<file path="src/rtl/fel_pkg.sv">
package fel_pkg;
  localparam int STAT_W = 8;
  localparam int LATCH_W = 7;

  // status bit positions
  localparam int B_THERM  = 0;
  localparam int B_AUX    = 1;
  localparam int B_PRES_A = 2;
  localparam int B_PRES_B = 3;
  localparam int B_SUP    = 4;
  localparam int B_PROT_A = 5;
  localparam int B_PROT_B = 6;

  // synchronised input positions
  localparam int SY_ARST  = 0;
  localparam int SY_APWR  = 1;
  localparam int SY_BRST  = 2;
  localparam int SY_BPWR  = 3;
  localparam int SY_APRES = 4;
  localparam int SY_BPRES = 5;
  localparam int SY_AUX   = 6;
  localparam int SY_TEMP  = 7;
  localparam int SY_SFAIL = 8;
  localparam int SY_HOLD  = 9;
  localparam int SY_ALARM = 10;
  localparam int SY_W     = 11;

  // a set on the same edge as a clear wins
  function automatic logic latch_next(logic cur, logic set, logic clr);
    return set | (cur & ~clr);
  endfunction

  function automatic logic irq_active(logic [STAT_W-1:0] s, logic aux_en);
    return (|s[B_PROT_B:B_PRES_A]) | s[B_THERM] | (aux_en & s[B_AUX]);
  endfunction
endpackage

</file>
<file path="src/rtl/fel_sync.sv">
module fel_sync #(
  parameter int W      = 1,
  parameter int STAGES = 2
) (
  input  logic         clk,
  input  logic         rst_n,
  input  logic [W-1:0] d,
  output logic [W-1:0] q
);
  logic [W-1:0] stg [STAGES];

  for (genvar s = 0; s < STAGES; s++) begin : g_stage
    if (s == 0) begin : g_first
      always_ff @(posedge clk or negedge rst_n)
        if (!rst_n) stg[0] <= '0;
        else        stg[0] <= d;
    end else begin : g_next
      always_ff @(posedge clk or negedge rst_n)
        if (!rst_n) stg[s] <= '0;
        else        stg[s] <= stg[s-1];
    end
  end

  assign q = stg[STAGES-1];
endmodule

</file>
<file path="src/rtl/fel_edge.sv">
module fel_edge #(
  parameter int W = 1
) (
  input  logic         clk,
  input  logic         rst_n,
  input  logic [W-1:0] lvl,
  output logic [W-1:0] chg
);
  logic [W-1:0] prev_q;

  always_ff @(posedge clk or negedge rst_n)
    if (!rst_n) prev_q <= '0;
    else        prev_q <= lvl;

  assign chg = lvl ^ prev_q;
endmodule

</file>
<file path="src/rtl/fel_read_pacer.sv">
module fel_read_pacer #(
  parameter int GAP_CYCLES = 250
) (
  input  logic clk,
  input  logic rst_n,
  input  logic rd_stb,
  output logic rd_end,
  output logic rd_ready
);
  localparam int CW = $clog2(GAP_CYCLES + 1);

  logic          rd_q;
  logic [CW-1:0] gap_cnt;

  always_ff @(posedge clk or negedge rst_n)
    if (!rst_n) rd_q <= 1'b0;
    else        rd_q <= rd_stb;

  assign rd_end = rd_q & ~rd_stb;

  always_ff @(posedge clk or negedge rst_n)
    if (!rst_n)              gap_cnt <= '0;
    else if (rd_end)         gap_cnt <= CW'(GAP_CYCLES);
    else if (gap_cnt != '0)  gap_cnt <= gap_cnt - 1'b1;

  assign rd_ready = (gap_cnt == '0);

  // the end of a read always blocks the next one
  p_ready_drop_r10: assert property (@(posedge clk) disable iff (!rst_n)
    rd_end |=> !rd_ready);
endmodule

</file>
<file path="src/rtl/fault_event_latch.sv">
module fault_event_latch
  import fel_pkg::*;
#(
  parameter int GAP_CYCLES  = 250,
  parameter int SYNC_STAGES = 2,
  parameter bit AUX_IN_IRQ  = 1'b0
) (
  input  logic              clk,
  input  logic              rst_n,
  input  logic              a_rst_short,
  input  logic              a_pwr_short,
  input  logic              b_rst_short,
  input  logic              b_pwr_short,
  input  logic              a_present,
  input  logic              b_present,
  input  logic              aux_pin,
  input  logic              over_temp,
  input  logic              supply_fail,
  input  logic              ext_hold,
  input  logic              alarm_pulse,
  input  logic              rd_stb,
  output logic [STAT_W-1:0] rd_data,
  output logic              irq_n,
  output logic              drv_en,
  output logic              a_deact_req,
  output logic              b_deact_req,
  output logic              rd_ready
);
  localparam logic [LATCH_W-1:0] RST_VAL = LATCH_W'(1) << B_SUP;

  logic [SY_W-1:0]    raw, sy;
  logic [2:0]         chg;      // {aux, b presence, a presence}
  logic               rd_end;
  logic [LATCH_W-1:0] set_ev, clr_ev, stat_q;

  assign raw = {alarm_pulse, ext_hold, supply_fail, over_temp, aux_pin,
                b_present, a_present, b_pwr_short, b_rst_short,
                a_pwr_short, a_rst_short};

  fel_sync #(.W(SY_W), .STAGES(SYNC_STAGES)) u_sync (
    .clk(clk), .rst_n(rst_n), .d(raw), .q(sy));

  fel_edge #(.W(3)) u_edge (
    .clk(clk), .rst_n(rst_n),
    .lvl({sy[SY_AUX], sy[SY_BPRES], sy[SY_APRES]}), .chg(chg));

  fel_read_pacer #(.GAP_CYCLES(GAP_CYCLES)) u_pacer (
    .clk(clk), .rst_n(rst_n), .rd_stb(rd_stb),
    .rd_end(rd_end), .rd_ready(rd_ready));

  always_comb begin
    set_ev           = '0;
    set_ev[B_THERM]  = sy[SY_TEMP];
    set_ev[B_AUX]    = chg[2];
    set_ev[B_PRES_A] = chg[0];
    set_ev[B_PRES_B] = chg[1];
    set_ev[B_SUP]    = sy[SY_SFAIL] | sy[SY_HOLD];
    set_ev[B_PROT_A] = sy[SY_ARST] | sy[SY_APWR];
    set_ev[B_PROT_B] = sy[SY_BRST] | sy[SY_BPWR];
    clr_ev           = {LATCH_W{rd_end}};
    clr_ev[B_SUP]    = rd_end & ~sy[SY_ALARM];
  end

  for (genvar i = 0; i < LATCH_W; i++) begin : g_bit
    always_ff @(posedge clk or negedge rst_n)
      if (!rst_n) stat_q[i] <= RST_VAL[i];
      else        stat_q[i] <= latch_next(stat_q[i], set_ev[i], clr_ev[i]);
  end

  assign rd_data     = {1'b0, stat_q};
  assign irq_n       = ~irq_active(rd_data, AUX_IN_IRQ);
  assign drv_en      = ~sy[SY_TEMP];
  assign a_deact_req = sy[SY_ARST];
  assign b_deact_req = sy[SY_BRST];

  // a short still present at the end of a read keeps the bit
  p_prot_persist_r2: assert property (@(posedge clk) disable iff (!rst_n)
    (rd_end && (sy[SY_ARST] || sy[SY_APWR])) |=> stat_q[B_PROT_A]);
  // a read with no fresh edge empties the presence bit
  p_pres_clear_r4: assert property (@(posedge clk) disable iff (!rst_n)
    (rd_end && !chg[0]) |=> !stat_q[B_PRES_A]);
  // only a read removes the auxiliary bit
  p_aux_sticky_r5: assert property (@(posedge clk) disable iff (!rst_n)
    (stat_q[B_AUX] && !rd_end) |=> stat_q[B_AUX]);
  // a read during the alarm pulse keeps the supervisor bit
  p_sup_hold_r6: assert property (@(posedge clk) disable iff (!rst_n)
    (rd_end && sy[SY_ALARM] && stat_q[B_SUP]) |=> stat_q[B_SUP]);
  // a fresh edge coinciding with a clear survives
  p_set_wins_r9: assert property (@(posedge clk) disable iff (!rst_n)
    (rd_end && chg[1]) |=> stat_q[B_PRES_B]);
endmodule

</file>
<file path="config.mk">
export PLATFORM = sky130hd
export DESIGN_NAME = fault_event_latch
export DESIGN_NICKNAME = d
export VERILOG_FILES = /design/src/rtl/fel_pkg.sv /design/src/rtl/fel_sync.sv /design/src/rtl/fel_edge.sv /design/src/rtl/fel_read_pacer.sv /design/src/rtl/fault_event_latch.sv
export SDC_FILE = /design/constraint.sdc
export NUM_CORES = 1
export LEC_CHECK = 0
export CORE_MARGIN = 8
export CORE_UTILIZATION = 53
export CTS_CLUSTER_DIAMETER = 60
export DETAILED_ROUTE_END_ITERATION = 10
export PLACE_DENSITY = 0.78
export SYNTH_ARGS = -nofsm -noshare
export SYNTH_HDL_FRONTEND = slang
export SYNTH_SLANG_ARGS = --single-unit
</file>
<file path="constraint.sdc">
create_clock -name clk -period 3.1 [get_ports clk]
set_clock_uncertainty 0.1 [all_clocks]
set_input_delay 0.775 -clock clk [delete_from_list [all_inputs] [get_ports clk]]
set_output_delay 0.775 -clock clk [all_outputs]
set_load 0.02 [all_outputs]
</file>
==> key figures <==
Status
  • Status: complete, no violations

Worst setup path
  • Cell with the largest stage delay on the worst path: clkdlybuf4s50_1
  • R2r setup slk: around 1.3 ns
  • Largest stage delay on the critical path: 0.65 ns
  • Crit start category: register
  • Crit path kind: reg -> out
  • Worst-path cell chain: or4_1 -> nor3_1 -> clkdlybuf4s50_1
  • Worst Setup End Kind: output port
  • Worst-path maximum fanout: 3
  • Crit Reg-Reg Startpoint: u_pacer.gap_cnt[0]
  • Arr. time, crit path: between 2 and 2.5 ns
  • Reg2Reg Depth: 6
  • CP Data Required Time: 2.22 ns
  • Reg2reg end: u_pacer.gap_cnt[1]

CTS
  • Root buffer cell: clkbuf_4
  • Sink Count: slightly above 40
  • Post-CTS Resized: 1
  • Clk_lat worst skew: around 0.34 ns
  • CTS Buf Count: 5
  • TritonCTS clock tree: done
  • Max clock buf depth: 2
  • Post-CTS Setup Bufs: 0
  • H-tree depth: 2
  • CTS clk-pin slew, worst paths: 0.12 ns
  • Hold-fix buffers, CTS: 0

Floorplanning
  • Chip height: between 60 and 70 um
  • Die width: 67.2 um
  • Core area: 2480 um^2
  • I/O Pins: 27
  • Placement Rows: 18
  • Die ar.: 4520 um^2
  • Starting Density: 56.2%

Placed design
  • Buffers on Ports: 25
  • Detailed Place HPWL: roughly 1.7 mm
  • Gpl congestion: 0.766

Synthesis
  • Synth warn: 0
  • Post-Synth Simple-Gate Area: 11.2%
  • Main combinational cell family by area after synthesis: simple AND/OR/NAND/NOR gates
  • Post-Synth Adder-Cell Area: 0.899%
  • Xor and xnor area share after synthesis: 1.89%
  • Syn Inst Count: 99
  • Mux share of post-synthesis cell area: 0%
  • Yosys cell types: 31
  • Seq/Total Area, Yosys: 73.8%
  • Synth Net Count: 114
  • Number of synthesized register bits: 41
  • Post-Syn Area: 1390 um^2
  • Post-synthesis compound-gate area fraction: 8.99%
  • Average size of a mapped cell: 14.1 um^2

Power and ir drop
  • Total power draw: 1.01 mW
  • Sw Share: 27.2%
  • Switching power: 0.275 mW
  • Part of the power in combinational logic: 12.8%
  • Int Pwr: 0.735 mW
  • Power density cells: about 590 nW/um^2
  • Clock power share: 24.6%
  • Seq pwr share: 62.6%
  • Leak: between 0.7 and 0.8 nW
  • VDD IR max: 520 uV

Routing
  • WL per Instance: 14.5 um
  • DR iter-0 viols: 60
  • Routed met3 length: 103 um
  • Total number of vias: between 800 and 900
  • Via density: roughly 5.3
  • Met2 WL: approximately 1.2 mm
  • Post-Route WL: approximately 2.3 mm
  • Top Layer Used: met4
  • DRC viols: 0
  • WL met1: 919 um
  • Post-route ant nets: 0
  • First-pass detailed-route iteration total: 4

Timing
  • Crit path time final: 3.01 ns
  • Setup Viol. Count Final: 0
  • RSZ-0062 raised after global routing: false
  • Slew Limit Fails: 0
  • Setup TNS: 0 ns
  • Final Hold Vio Count: 0
  • Max Fclk: 0.333 GHz
  • Min Hold Slack: 0.259 ns
  • Slew at the pin closest to its max-slew limit: 0.854 ns
  • Final cycle utilization of the critical path: between 90% and 100%
  • Headroom to the max-slew limit: a little over two fifths

Hold path
  • Worst min path class: reg -> reg
  • Hold Path Stages: 0
  • Hold wc startpoint: u_sync.stg[21]
  • Worst hold endpoint: u_sync.q[10]

Global route
  • GRT Util Overall: roughly an eighth
  • First-pass GRT wire length: 4.04 mm
  • Pin count of the biggest net entering global routing: 42
  • Initial antenna violation count: 0
  • GRT overflow: 0
  • Vias in the first global route: 915

Finish
  • Area grow syn2layout: 22.8%
  • Number of diodes: 0
  • Final core occ: 69.0%
  • Fin nets: 143
  • Share of layout cells above drive strength 1: 12.4%

Job
  • Max Cap Viol: 0
==> registers in the layout, summed over array words and instances, names as in the netlist <==
register / count
rd_data: 7
u_edge.prev_q: 3
u_pacer.gap_cnt: 8
u_pacer.rd_q: 1
u_sync.stg: 11
u_sync.q: 11
==> layout make-up <==
cell class / count / area [um^2]
clock buffers: 5 / 37.5
well taps: 30 / 37.5
repair buffers: 26 / 251
fillers: 179 / 768
flip-flops and latches: 41 / 1030
multi-input cells: 50 / 323
inverters: 4 / 15.0
clock inverters: 3 / 17.5
==> layer usage <==
layer  vias to the layer above  global-route usage, %
li1                        402                      -
met1                       406                   12.7
met2                        20                   20.8
met3                         7                   3.81
met4                         0                   8.36
met5                         -                      0
==> layout by cell type (no fill, tap or decap), drive strengths merged, types with 2 or more instances in the layout <==
| cell | instances |
|---|---|
| inv | 4 |
| nand2 | 12 |
| a211o | 2 |
| or4 | 3 |
| buf | 2 |
| clkinv | 2 |
| xnor2 | 3 |
| clkdlybuf4s50 | 23 |
| nand3 | 3 |
| dfrtp | 40 |
| nor2 | 3 |
| clkbuf | 5 |
| o21ai | 3 |
| o211ai | 4 |
| o31ai | 3 |
==> cell families (layout without fill, tap and decap cells) <==
group,count (synthesis),after routing
AOI/OAI and AO/OA,16,16
xor gates and xnor gates,3,3
adders and majority gates,1,1
buffers and inverters,8,38
DFF,41,41
other,1,1
and+or+nand+nor,29,29
==> synth_stat cells <==
library cell | instances | share of area (%)
or3b_2 | 1 | 0.63
a211o_1 | 2 | 1.3
o211ai_2 | 1 | 0.90
nor4_1 | 1 | 0.45
dfstp_2 | 1 | 1.9
o2111ai_1 | 1 | 0.63
buf_6 | 1 | 0.81
or3_1 | 1 | 0.45
or4_4 | 2 | 1.6
nand2b_1 | 1 | 0.45
buf_4 | 1 | 0.54
nor2_1 | 3 | 0.81
nand4_1 | 1 | 0.45
dfrtp_1 | 40 | 72
nor3_1 | 1 | 0.36
nor3b_1 | 1 | 0.54
o31ai_1 | 3 | 1.6
o21ai_0 | 3 | 1.1
inv_1 | 4 | 1.1
o41ai_1 | 1 | 0.63
ha_1 | 1 | 0.90
nand2_1 | 12 | 3.2
xnor2_1 | 3 | 1.9
nand3_1 | 3 | 1.1
conb_1 | 1 | 0.27
a21o_2 | 1 | 0.63
o311ai_0 | 1 | 0.63
clkbuf_1 | 2 | 0.54
nand3b_1 | 1 | 0.54
o211ai_1 | 3 | 1.6
or4_1 | 1 | 0.54
==> metrics by stage <==
stage | instance area, um^2 | setup WS [ns] | std cells
2_1_floorplan | 1390 | 0.691 | 99
3_3_place_gp | 1660 | 0.336 | 151
6_report | 1710 | 0.0938 | 159
4_1_cts | 1710 | 0.0362 | 159
3_5_place_dp | 1660 | 0.276 | 151
5_1_grt | 1710 | 0.0119 | 159
==> power groups by stage <==
stage | Combinational [mW] | Sequential, mW | Clock, mW
3_3_place_gp | 0.127 | 0.637 | 0
4_1_cts | 0.133 | 0.632 | 0.259
6_report | 0.130 | 0.632 | 0.248
3_5_place_dp | 0.132 | 0.642 | 0
2_1_floorplan | 0.0898 | 0.633 | 0
5_1_grt | 0.150 | 0.641 | 0.281
==> critical path, delay by kind of cell (launching register included) <==
kind,cells,cell delay [ns]
buffers and inverters,1,0.65
DFF,1,0.41
and+or+nand+nor,2,0.73
==> worst max-delay path by stage <==
stage,startpoint,endpoint,cells after the start
floorplan,u_pacer.gap_cnt[0],rd_ready,4
global placement,u_pacer.gap_cnt[0],rd_ready,5
detailed placement,u_pacer.gap_cnt[0],rd_ready,5
CTS,rd_data[3],irq_n,3
global route,rd_data[3],irq_n,3
finish,rd_data[3],irq_n,3
No activity file was read; power rests on OpenSTA's default activity.
